[config.mk]
export PLATFORM = sky130hd
export DESIGN_NAME = arinc_word_tx
export DESIGN_NICKNAME = d
export VERILOG_FILES = /design/src/rtl/arinc_tx_pkg.sv /design/src/rtl/arinc_tx_ctrl.sv /design/src/rtl/arinc_tx_dp.sv /design/src/rtl/arinc_word_tx.sv
export SDC_FILE = /design/constraint.sdc
export NUM_CORES = 1
export LEC_CHECK = 0
export ABC_AREA = 1
export CELL_PAD_IN_SITES_DETAIL_PLACEMENT = 1
export CELL_PAD_IN_SITES_GLOBAL_PLACEMENT = 1
export CORE_MARGIN = 4
export CORE_UTILIZATION = 41
export CTS_BUF_LIST = sky130_fd_sc_hd__clkbuf_4 sky130_fd_sc_hd__clkbuf_8
export DETAILED_ROUTE_END_ITERATION = 7
export PLACE_DENSITY = 0.84
export RECOVER_POWER = 100
export SLEW_MARGIN = 0
export SYNTH_ARGS = -nofsm -noshare
export SYNTH_HDL_FRONTEND = slang
export SYNTH_SLANG_ARGS = --single-unit
[constraint.sdc]
create_clock -name clk -period 1.8 [get_ports clk]
set_clock_uncertainty 0.15 [all_clocks]
set_input_delay 0.54 -clock clk [delete_from_list [all_inputs] [get_ports clk]]
set_output_delay 0.54 -clock clk [all_outputs]
set_load 0.05 [all_outputs]
[src/rtl/arinc_tx_pkg.sv]
package arinc_tx_pkg;
  localparam int WORD_BITS = 32;

  typedef struct packed {
    logic load;   // capture assembled word plus parity into shifter
    logic shift;  // advance to next bit
    logic drive;  // first half of a data bit: put bit on line
  } txStrobe_t;

  typedef enum logic [1:0] {ST_IDLE, ST_SEND, ST_GAP} txState_e;
endpackage

[src/rtl/arinc_tx_ctrl.sv]
module arinc_tx_ctrl
  import arinc_tx_pkg::*;
#(
  parameter int FAST_DIV = 10,
  parameter int SLOW_DIV = 80,
  parameter int GAP_BITS = 4
) (
  input  logic      clk,
  input  logic      rstN,
  input  logic      start,
  input  logic      slowRate,
  output txStrobe_t strb,
  output logic      busy
);
  localparam int CNT_W = $clog2(SLOW_DIV + 1);
  localparam int BIT_W = $clog2(WORD_BITS);
  localparam int GAP_W = $clog2(GAP_BITS + 1);

  txState_e         state;
  logic [CNT_W-1:0] cnt;
  logic [CNT_W-1:0] divLen;
  logic [BIT_W-1:0] bitIdx;
  logic [GAP_W-1:0] gapIdx;
  logic             lastTick, lastBit, lastGap;

  assign lastTick = (cnt == divLen - CNT_W'(1));
  assign lastBit  = (bitIdx == BIT_W'(WORD_BITS - 1));
  assign lastGap  = (gapIdx == GAP_W'(GAP_BITS - 1));

  always_ff @(posedge clk) begin
    if (!rstN) begin
      state  <= ST_IDLE;
      cnt    <= '0;
      divLen <= CNT_W'(FAST_DIV);
      bitIdx <= '0;
      gapIdx <= '0;
    end else begin
      case (state)
        ST_IDLE: if (start) begin
          state  <= ST_SEND;
          cnt    <= '0;
          bitIdx <= '0;
          gapIdx <= '0;
          divLen <= slowRate ? CNT_W'(SLOW_DIV) : CNT_W'(FAST_DIV);
        end
        ST_SEND: if (lastTick) begin
          cnt <= '0;
          if (lastBit) state <= ST_GAP;
          else bitIdx <= bitIdx + BIT_W'(1);
        end else begin
          cnt <= cnt + CNT_W'(1);
        end
        ST_GAP: if (lastTick) begin
          cnt <= '0;
          if (lastGap) state <= ST_IDLE;
          else gapIdx <= gapIdx + GAP_W'(1);
        end else begin
          cnt <= cnt + CNT_W'(1);
        end
        default: state <= ST_IDLE;
      endcase
    end
  end

  always_comb begin
    strb.load  = (state == ST_IDLE) && start;
    strb.shift = (state == ST_SEND) && lastTick && !lastBit;
    strb.drive = (state == ST_SEND) && (cnt < (divLen >> 1));
    busy       = (state != ST_IDLE);
  end

  AST_PRESCALE_BOUND: assert property (@(posedge clk) disable iff (!rstN)
    busy |-> cnt < divLen);
  AST_START_ACCEPTED: assert property (@(posedge clk) disable iff (!rstN)
    (!busy && start) |=> busy);
  AST_START_IGNORED: assert property (@(posedge clk) disable iff (!rstN)
    (state == ST_SEND && start) |=> busy);
  AST_GAP_BEFORE_IDLE: assert property (@(posedge clk) disable iff (!rstN)
    $fell(busy) |-> $past(gapIdx) == GAP_W'(GAP_BITS - 1));
endmodule

[src/rtl/arinc_tx_dp.sv]
module arinc_tx_dp
  import arinc_tx_pkg::*;
(
  input  logic      clk,
  input  logic      rstN,
  input  logic      wrHalfA,
  input  logic      wrHalfB,
  input  logic [15:0] wrData,
  input  logic      evenParity,
  input  txStrobe_t strb,
  output logic      lineHigh,
  output logic      lineLow
);
  // payload[i] holds word bit i+1; bit 32 is generated at load
  logic [WORD_BITS-2:0] payload;
  logic [WORD_BITS-1:0] shReg;
  logic                 parBit;

  always_ff @(posedge clk) begin
    if (!rstN) begin
      payload <= '0;
    end else begin
      if (wrHalfA) begin
        payload[12:8]  <= wrData[15:11];
        payload[30:29] <= wrData[10:9];
        for (int i = 0; i < 8; i++) payload[i] <= wrData[7-i];
      end
      if (wrHalfB) payload[28:13] <= wrData[15:0];
    end
  end

  assign parBit = evenParity ? (^payload) : ~(^payload);

  always_ff @(posedge clk) begin
    if (!rstN) shReg <= '0;
    else if (strb.load) shReg <= {parBit, payload};
    else if (strb.shift) shReg <= {1'b0, shReg[WORD_BITS-1:1]};
  end

  assign lineHigh = strb.drive & shReg[0];
  assign lineLow  = strb.drive & ~shReg[0];

  AST_PARITY_SENSE: assert property (@(posedge clk) disable iff (!rstN)
    strb.load |=> ((^shReg) == !$past(evenParity)));
endmodule

[src/rtl/arinc_word_tx.sv]
module arinc_word_tx
  import arinc_tx_pkg::*;
#(
  parameter int FAST_DIV = 10,
  parameter int SLOW_DIV = 80,
  parameter int GAP_BITS = 4
) (
  input  logic        clk,
  input  logic        rstN,
  input  logic        wrHalfA,
  input  logic        wrHalfB,
  input  logic [15:0] wrData,
  input  logic        slowRate,
  input  logic        evenParity,
  input  logic        start,
  output logic        busy,
  output logic        lineHigh,
  output logic        lineLow
);
  txStrobe_t strb;

  arinc_tx_ctrl #(.FAST_DIV(FAST_DIV), .SLOW_DIV(SLOW_DIV), .GAP_BITS(GAP_BITS)) uCtrl (
    .clk(clk), .rstN(rstN), .start(start), .slowRate(slowRate),
    .strb(strb), .busy(busy)
  );

  arinc_tx_dp uDp (
    .clk(clk), .rstN(rstN), .wrHalfA(wrHalfA), .wrHalfB(wrHalfB),
    .wrData(wrData), .evenParity(evenParity), .strb(strb),
    .lineHigh(lineHigh), .lineLow(lineLow)
  );

  AST_ONE_LEVEL: assert property (@(posedge clk) disable iff (!rstN)
    !(lineHigh && lineLow));
  AST_NULL_WHEN_IDLE: assert property (@(posedge clk) disable iff (!rstN)
    !busy |-> (!lineHigh && !lineLow));
endmodule

==> out/results.tsv, run 1 <==
stage	metric	value	unit
run_status	outcome	finished with violations	
run_status	failing checks	setup timing	
setup_path	CP Class	reg2reg	
die	core box area	0.0105	mm²
global_route	initial antenna violation count	0	
sta	Tmin final	2.55	ns
power_and_ir_drop	Sequential Power Share	31.5	%
min_path	worst min path class	reg2reg	
die	die width	112	µm
power_and_ir_drop	Leak	2.63	nW
die	die area	0.0126	mm²
sta	Rel. slew slack	59.8	%
power_and_ir_drop	Tot Pwr	7.68	mW
sta	RSZ-0062 raised after global routing	true	
layout	fin area	0.00616	mm²
layout	# diodes	0	
yosys	sequential area share after synthesis	36.9	%
global_route	largest net degree at the start of global routing	35	
clock_tree	clk slew on worst S/H paths	0.10	ns
die	Starting Density	42.5	%
clock_tree	hold_buf cts	0	
place	DP HPWL	9970	µm
sta	Worst Tran Pin Value	0.604	ns
layout	share of layout cells above drive strength 1	27.6	%
clock_tree	TritonCTS Buffers	9	
power_and_ir_drop	pwr/cell area	1250	mW/mm²
routing	Iteration-0 DRC Markers	295	
clock_tree	clk_lat worst skew	0.38	ns
clock_tree	H-tree Lvls	3	
layout	commonest non-fill, non-tap cell in the layout	nand2_1	
yosys	Syn Area/Cell	6.95	µm²
place	global placer's final weighted congestion	0.900	
clock_tree	Root Buffer	clkbuf_8	
setup_path	maximum fanout along the worst path	6	
setup_path	WP data required	1.92	ns
yosys	Yosys cell types	34	
power_and_ir_drop	sw power	3.19	mW
die	IO Pins	26	
setup_path	Startpoint Class	flip-flop	
yosys	Post-Synthesis Cells	640	
die	row cnt	37	
yosys	Synth Cell Area	0.00445	mm²
clock_tree	clock buffer depth	2	
clock_tree	CTS tree	done	
power_and_ir_drop	clock share of power	20.4	%
routing	DRT Pass-1 Iters	5	
routing	Vias	4963	
yosys	Ys Warns	0	
layout	leading cell types in the layout, fill and taps excluded	nand2_1, dfxtp_1, inv_1	
place	DP Area	0.00527	mm²
sta	Final Hold Fails	0	
global_route	first-pass GRT wire length	26800	µm
sta	Setup Viol. Count Final	63	
sta	Final Max Tran Viols	0	
yosys	#FFs+latches synth	82	
power_and_ir_drop	Int Power	4.49	mW
place	DP Worst Slack	-0.500	ns
layout	synthesis-to-layout area growth	38.6	%
global_route	All-Layer GR Usage	26.8	%
routing	DR vias/cell	5.71	
routing	WL final	18700	µm
power_and_ir_drop	peak supply drop	546	µV
power_and_ir_drop	Switching Share	41.5	%
sta	fin crit share	142	%
power_and_ir_drop	Logic pwr share	48.2	%
setup_path	CP endpoint kind	flip-flop	
die	die height	112	µm
flow_run	max-cap violations	0	
sta	final worst slack	-0.754	ns
routing	per-cell routed wire length	21.5	µm
routing	antenna-violating nets left	0	
routing	Residual DRC	0	
global_route	vias in the first global route	5152	
global_route	GRT overflow	0	
sta	Max Fclk	391	MHz
setup_path	CP arrival	2.68	ns
layout	nets	764	
yosys	syn_nets	676	
setup_path	Worst R2R Setup Slack	-0.75	ns
clock_tree	# clock sinks	82	
place	IO Port Bufs	25	
## registers in the layout, indices dropped and copies added, names as in the netlist
| signal | flops |
|---|---|
| uCtrl.bitIdx | 5 |
| uCtrl.cnt | 7 |
| uCtrl.divLen | 2 |
| uCtrl.gapIdx | 3 |
| uCtrl.state | 2 |
| uDp.payload | 31 |
| uDp.shReg | 32 |
## synth_stat cells
| cell | number | area share (%) |
|---|---|---|
| buf_1 | 2 | 0.17 |
| inv_2 | 2 | 0.17 |
| nor2_4 | 1 | 0.25 |
| nor4_1 | 1 | 0.14 |
| xor2_1 | 5 | 0.98 |
| nor2_2 | 1 | 0.14 |
| o21bai_1 | 2 | 0.34 |
| ha_1 | 13 | 3.7 |
| o211ai_1 | 2 | 0.34 |
| nand2_4 | 2 | 0.51 |
| or2_0 | 1 | 0.14 |
| o22ai_1 | 2 | 0.28 |
| clkinv_4 | 1 | 0.20 |
| nor2_1 | 59 | 5.0 |
| inv_1 | 63 | 5.3 |
| buf_2 | 2 | 0.23 |
| nand2_1 | 221 | 19 |
| nand3_1 | 21 | 2.4 |
| xnor2_1 | 5 | 0.98 |
| buf_6 | 3 | 0.76 |
| a21oi_1 | 46 | 5.2 |
| a211oi_1 | 5 | 0.84 |
| a311oi_2 | 24 | 8.1 |
| buf_4 | 2 | 0.34 |
| nand3b_1 | 2 | 0.34 |
| o21ai_1 | 4 | 0.45 |
| a311oi_1 | 1 | 0.20 |
| dfxtp_1 | 82 | 37 |
| o21ai_2 | 1 | 0.20 |
| nor3_1 | 4 | 0.45 |
| a31oi_1 | 3 | 0.42 |
| nand4_1 | 1 | 0.14 |
| clkbuf_1 | 17 | 1.4 |
| o21ai_0 | 39 | 4.4 |
## timing repair
| item | CTS | global route |
|---|---|---|
| endpoints found under the setup margin | 51 | 52 |
| pin swaps | 15 | 29 |
| buffers inserted | 27 | 6 |
| cloned | 2 | 0 |
| gates resized for setup | 34 | 66 |
## final cells by class
| cell class | instances | area (µm²) |
|---|---|---|
| multi-input combinational | 466 | 2770 |
| sequential | 82 | 1650 |
| inverter | 66 | 277 |
| tap | 136 | 170 |
| fill | 1326 | 4300 |
| timing repair buffer | 103 | 1080 |
| clock inverter | 7 | 93.8 |
| clock buffer | 9 | 124 |
## worst max-delay path: stages, from the launching register on
cell and delay, ns:
dfxtp_2 0.37, inv_4 0.06, buf_6 0.13, ha_4 0.27, xor2_1 0.22, nand2_1 0.11
nor2_2 0.16, nand2_2 0.09, inv_2 0.09, nand2_4 0.09, buf_12 0.15, clkinv_8 0.06
o21ai_4 0.09, nor2_2 0.13, xor2_1 0.20, nor2_1 0.07
## worst paths after layout
kind	start	to	cells past startpoint
worst min-delay path	uCtrl.gapIdx[2]$_SDFFE_PN0P_	uCtrl.gapIdx[2]$_SDFFE_PN0P_	2
worst min register to register	uCtrl.gapIdx[2]$_SDFFE_PN0P_	uCtrl.gapIdx[2]$_SDFFE_PN0P_	2
worst max register to register	uCtrl.divLen[3]$_SDFFE_PN1P_	uCtrl.bitIdx[3]$_SDFFE_PN0P_	15
worst max-delay path	uCtrl.divLen[3]$_SDFFE_PN1P_	uCtrl.bitIdx[3]$_SDFFE_PN0P_	15
## power by group through the flow
stage          clock, mW  combinational, mW  sequential [mW]
5_1_grt             1.67               3.92             2.43
6_report            1.56               3.70             2.42
4_1_cts             1.52               3.15             2.32
2_1_floorplan          0               1.74             2.30
3_3_place_gp           0               2.42             2.33
3_5_place_dp           0               2.58             2.36
## metal layers
layer	vias up	wire [µm]	part of all wire (%)	global-route usage (%)
met5	-	0	0	0
met4	0	753	4.0	9.86
met3	67	804	4.3	5.88
met2	182	9550	51	49.0
met1	2455	7550	40	30.4
li1	2259	-	-	-
## cell families after synthesis
| kind of cell | after synthesis | share of synthesized area [%] |
|---|---|---|
| adder cells (fa/ha/maj) | 13 | 3.66 |
| XOR/XNOR | 10 | 1.97 |
| flip-flops | 82 | 36.9 |
| AO/OA/AOI/OAI | 129 | 20.7 |
| buffers and inverters | 92 | 8.61 |
| AND/OR/NAND/NOR | 314 | 28.1 |
## stage by stage
stage	TNS [ns]	std cells	hold WS [ns]	util, %
finish	-31.64	869	0.317	58.9
global placement	-15.87	822	0.297	50.4
global route	-38.27	869	0.355	58.9
floorplan	-1.97	640	0.285	-
CTS	-19.67	867	0.320	56.6
detailed placement	-18.80	822	0.307	50.4
No activity file was read; power rests on OpenSTA's default activity.
==> run 2, diff against run 1 <==
- SETUP_SLACK_MARGIN: not set -> 0.3
==> out/results.tsv, run 2 (synthesis gave the netlist of run 1 again) <==
stage	metric	value	unit
layout	leading cell types in the layout, fill and taps excluded	nand2_1, dfxtp_1, inv_1	
sta	Setup Viol. Count Final	64	
clock_tree	TritonCTS Buffers	9	
run_status	failing checks	setup timing	
layout	FILL cells	1255	
setup_path	CP arrival	2.59	ns
setup_path	CP Class	reg2reg	
layout	commonest non-fill, non-tap cell in the layout	nand2_1	
routing	Iteration-0 DRC Markers	349	
routing	DRT Pass-1 Iters	5	
layout	share of layout cells above drive strength 1	27.4	%
die	die width	112	µm
clock_tree	Root Buffer	clkbuf_8	
layout	synthesis-to-layout area growth	42.7	%
layout	Biggest register	uDp.shReg	
sta	RSZ-0062 raised after global routing	true	
layout	FF+latch area	0.00165	mm²
layout	final std cells w/o fill	872	
clock_tree	clock buffer depth	2	
place	global placer's final weighted congestion	0.764	
sta	Max Fclk	405	MHz
flow_run	max-cap violations	0	
place	IO Port Bufs	25	
global_route	initial antenna violation count	0	
global_route	GRT overflow	0	
routing	Vias	4952	
clock_tree	clk_lat worst skew	0.38	ns
place	Placed Instances	820	
layout	Largest regs	uDp.shReg x32, uDp.payload x31, uCtrl.cnt x7	
die	row cnt	37	
sta	fin crit share	137	%
clock_tree	H-tree Lvls	3	
power_and_ir_drop	Tot Pwr	7.94	mW
power_and_ir_drop	peak supply drop	521	µV
die	die height	112	µm
global_route	vias in the first global route	5143	
place	DP HPWL	9750	µm
clock_tree	# clock sinks	82	
global_route	largest net degree at the start of global routing	40	
die	Starting Density	42.5	%
setup_path	CP endpoint kind	flip-flop	
sta	Worst Tran Pin Value	0.611	ns
die	core box area	0.0105	mm²
layout	nets	767	
min_path	worst min path class	reg2reg	
run_status	outcome	finished with violations	
setup_path	maximum fanout along the worst path	3	
sta	Final Hold Fails	0	
setup_path	WP data required	1.92	ns
layout	# diodes	0	
clock_tree	CTS tree	done	
die	IO Pins	26	
layout	Largest register FFs	32	
routing	DR vias/cell	5.68	
routing	WL final	18900	µm
power_and_ir_drop	pwr/cell area	1250	mW/mm²
sta	final worst slack	-0.667	ns
global_route	first-pass GRT wire length	26600	µm
clock_tree	clk slew on worst S/H paths	0.09	ns
routing	per-cell routed wire length	21.7	µm
sta	Final Max Tran Viols	0	
layout	multi-input logic area	0.00280	mm²
clock_tree	hold_buf cts	0	
setup_path	Startpoint Class	flip-flop	
power_and_ir_drop	Leak	2.69	nW
sta	Rel. slew slack	59.3	%
die	die area	0.0126	mm²
sta	Tmin final	2.47	ns
sta	TNS Setup	-27.34	ns
global_route	All-Layer GR Usage	26.2	%
routing	Residual DRC	0	
sta	Hold Slack	0.325	ns
routing	antenna-violating nets left	0	
-- run 2: changes by cell type in the layout (fill, tap and decap cells not counted), moves of 4 or more --
| cell | delta |
|---|---|
| buf_4 | -13 |
| nor2_1 | +8 |
| buf_6 | +8 |
| o21ai_0 | -4 |
| o21ai_1 | +4 |
| inv_4 | +4 |
| nor2_2 | -9 |
-- run 2: layout make-up --
type | count | share of cell area [%]
Clock buffer | 10 | 2.17
Clock inverter | 6 | 1.42
Inverter | 66 | 4.52
Multi-Input combinational cell | 467 | 44.2
Sequential cell | 82 | 26.0
Tap cell | 136 | 2.68
Timing Repair Buffer | 105 | 19.1
-- run 2: timing repair --
item	4_1_cts	5_1_grt
resized for setup	38	65
cloned	5	3
buffers inserted	9	19
pin swaps	14	27
setup endpoints to repair	55	58
-- run 2: metal layers --
layer / share of wire (%) / up-vias / global-route usage [%]
met4: 4.1 / 0 / 9.94
li1: - / 2268 / -
met5: 0 / - / 0
met1: 40 / 2434 / 31.1
met3: 4.2 / 64 / 2.37
met2: 52 / 186 / 48.5
-- run 2: power breakdown --
part / switching, mW / total (mW) / internal, mW / leakage, nW
sequential: 0.265 / 2.38 / 2.12 / 0.677
combinational: 2.18 / 3.94 / 1.76 / 1.90
clock: 0.796 / 1.62 / 0.823 / 0.112
total: 3.24 / 7.94 / 4.70 / 2.69
-- run 2: final timing paths --
| path | start | cells past startpoint | slack, ns | endpoint |
|---|---|---|---|---|
| max reg2reg | uCtrl.divLen[3]$_SDFFE_PN1P_ | 15 | -0.67 | uCtrl.state[0]$_SDFFE_PN0P_ |
| min | uCtrl.gapIdx[2]$_SDFFE_PN0P_ | 2 | 0.32 | uCtrl.gapIdx[2]$_SDFFE_PN0P_ |
| min reg2reg | uCtrl.gapIdx[2]$_SDFFE_PN0P_ | 2 | 0.32 | uCtrl.gapIdx[2]$_SDFFE_PN0P_ |
| max | uCtrl.divLen[3]$_SDFFE_PN1P_ | 15 | -0.67 | uCtrl.state[0]$_SDFFE_PN0P_ |
-- run 2: critical path: stages (launching register included) --
cell      delay, ns
dfxtp_2        0.36
inv_4          0.05
buf_4          0.12
buf_6          0.11
ha_4           0.21
xor2_2         0.13
nand2_1        0.07
nor2_1         0.05
nand2_2        0.12
inv_4          0.07
buf_6          0.11
buf_6          0.10
buf_6          0.11
o211ai_1       0.30
o21ai_1        0.10
a21oi_1        0.19
-- run 2: stage by stage --
stage | area, µm² | setup slack (ns) | utilization [%]
after global placement | 5360 | -0.332 | 51.2
after detailed placement | 5360 | -0.420 | 51.2
after floorplan | 4590 | -0.245 | -
final | 6340 | -0.667 | 60.6
after CTS | 5940 | -0.676 | 56.7
after global routing | 6340 | -0.776 | 60.6
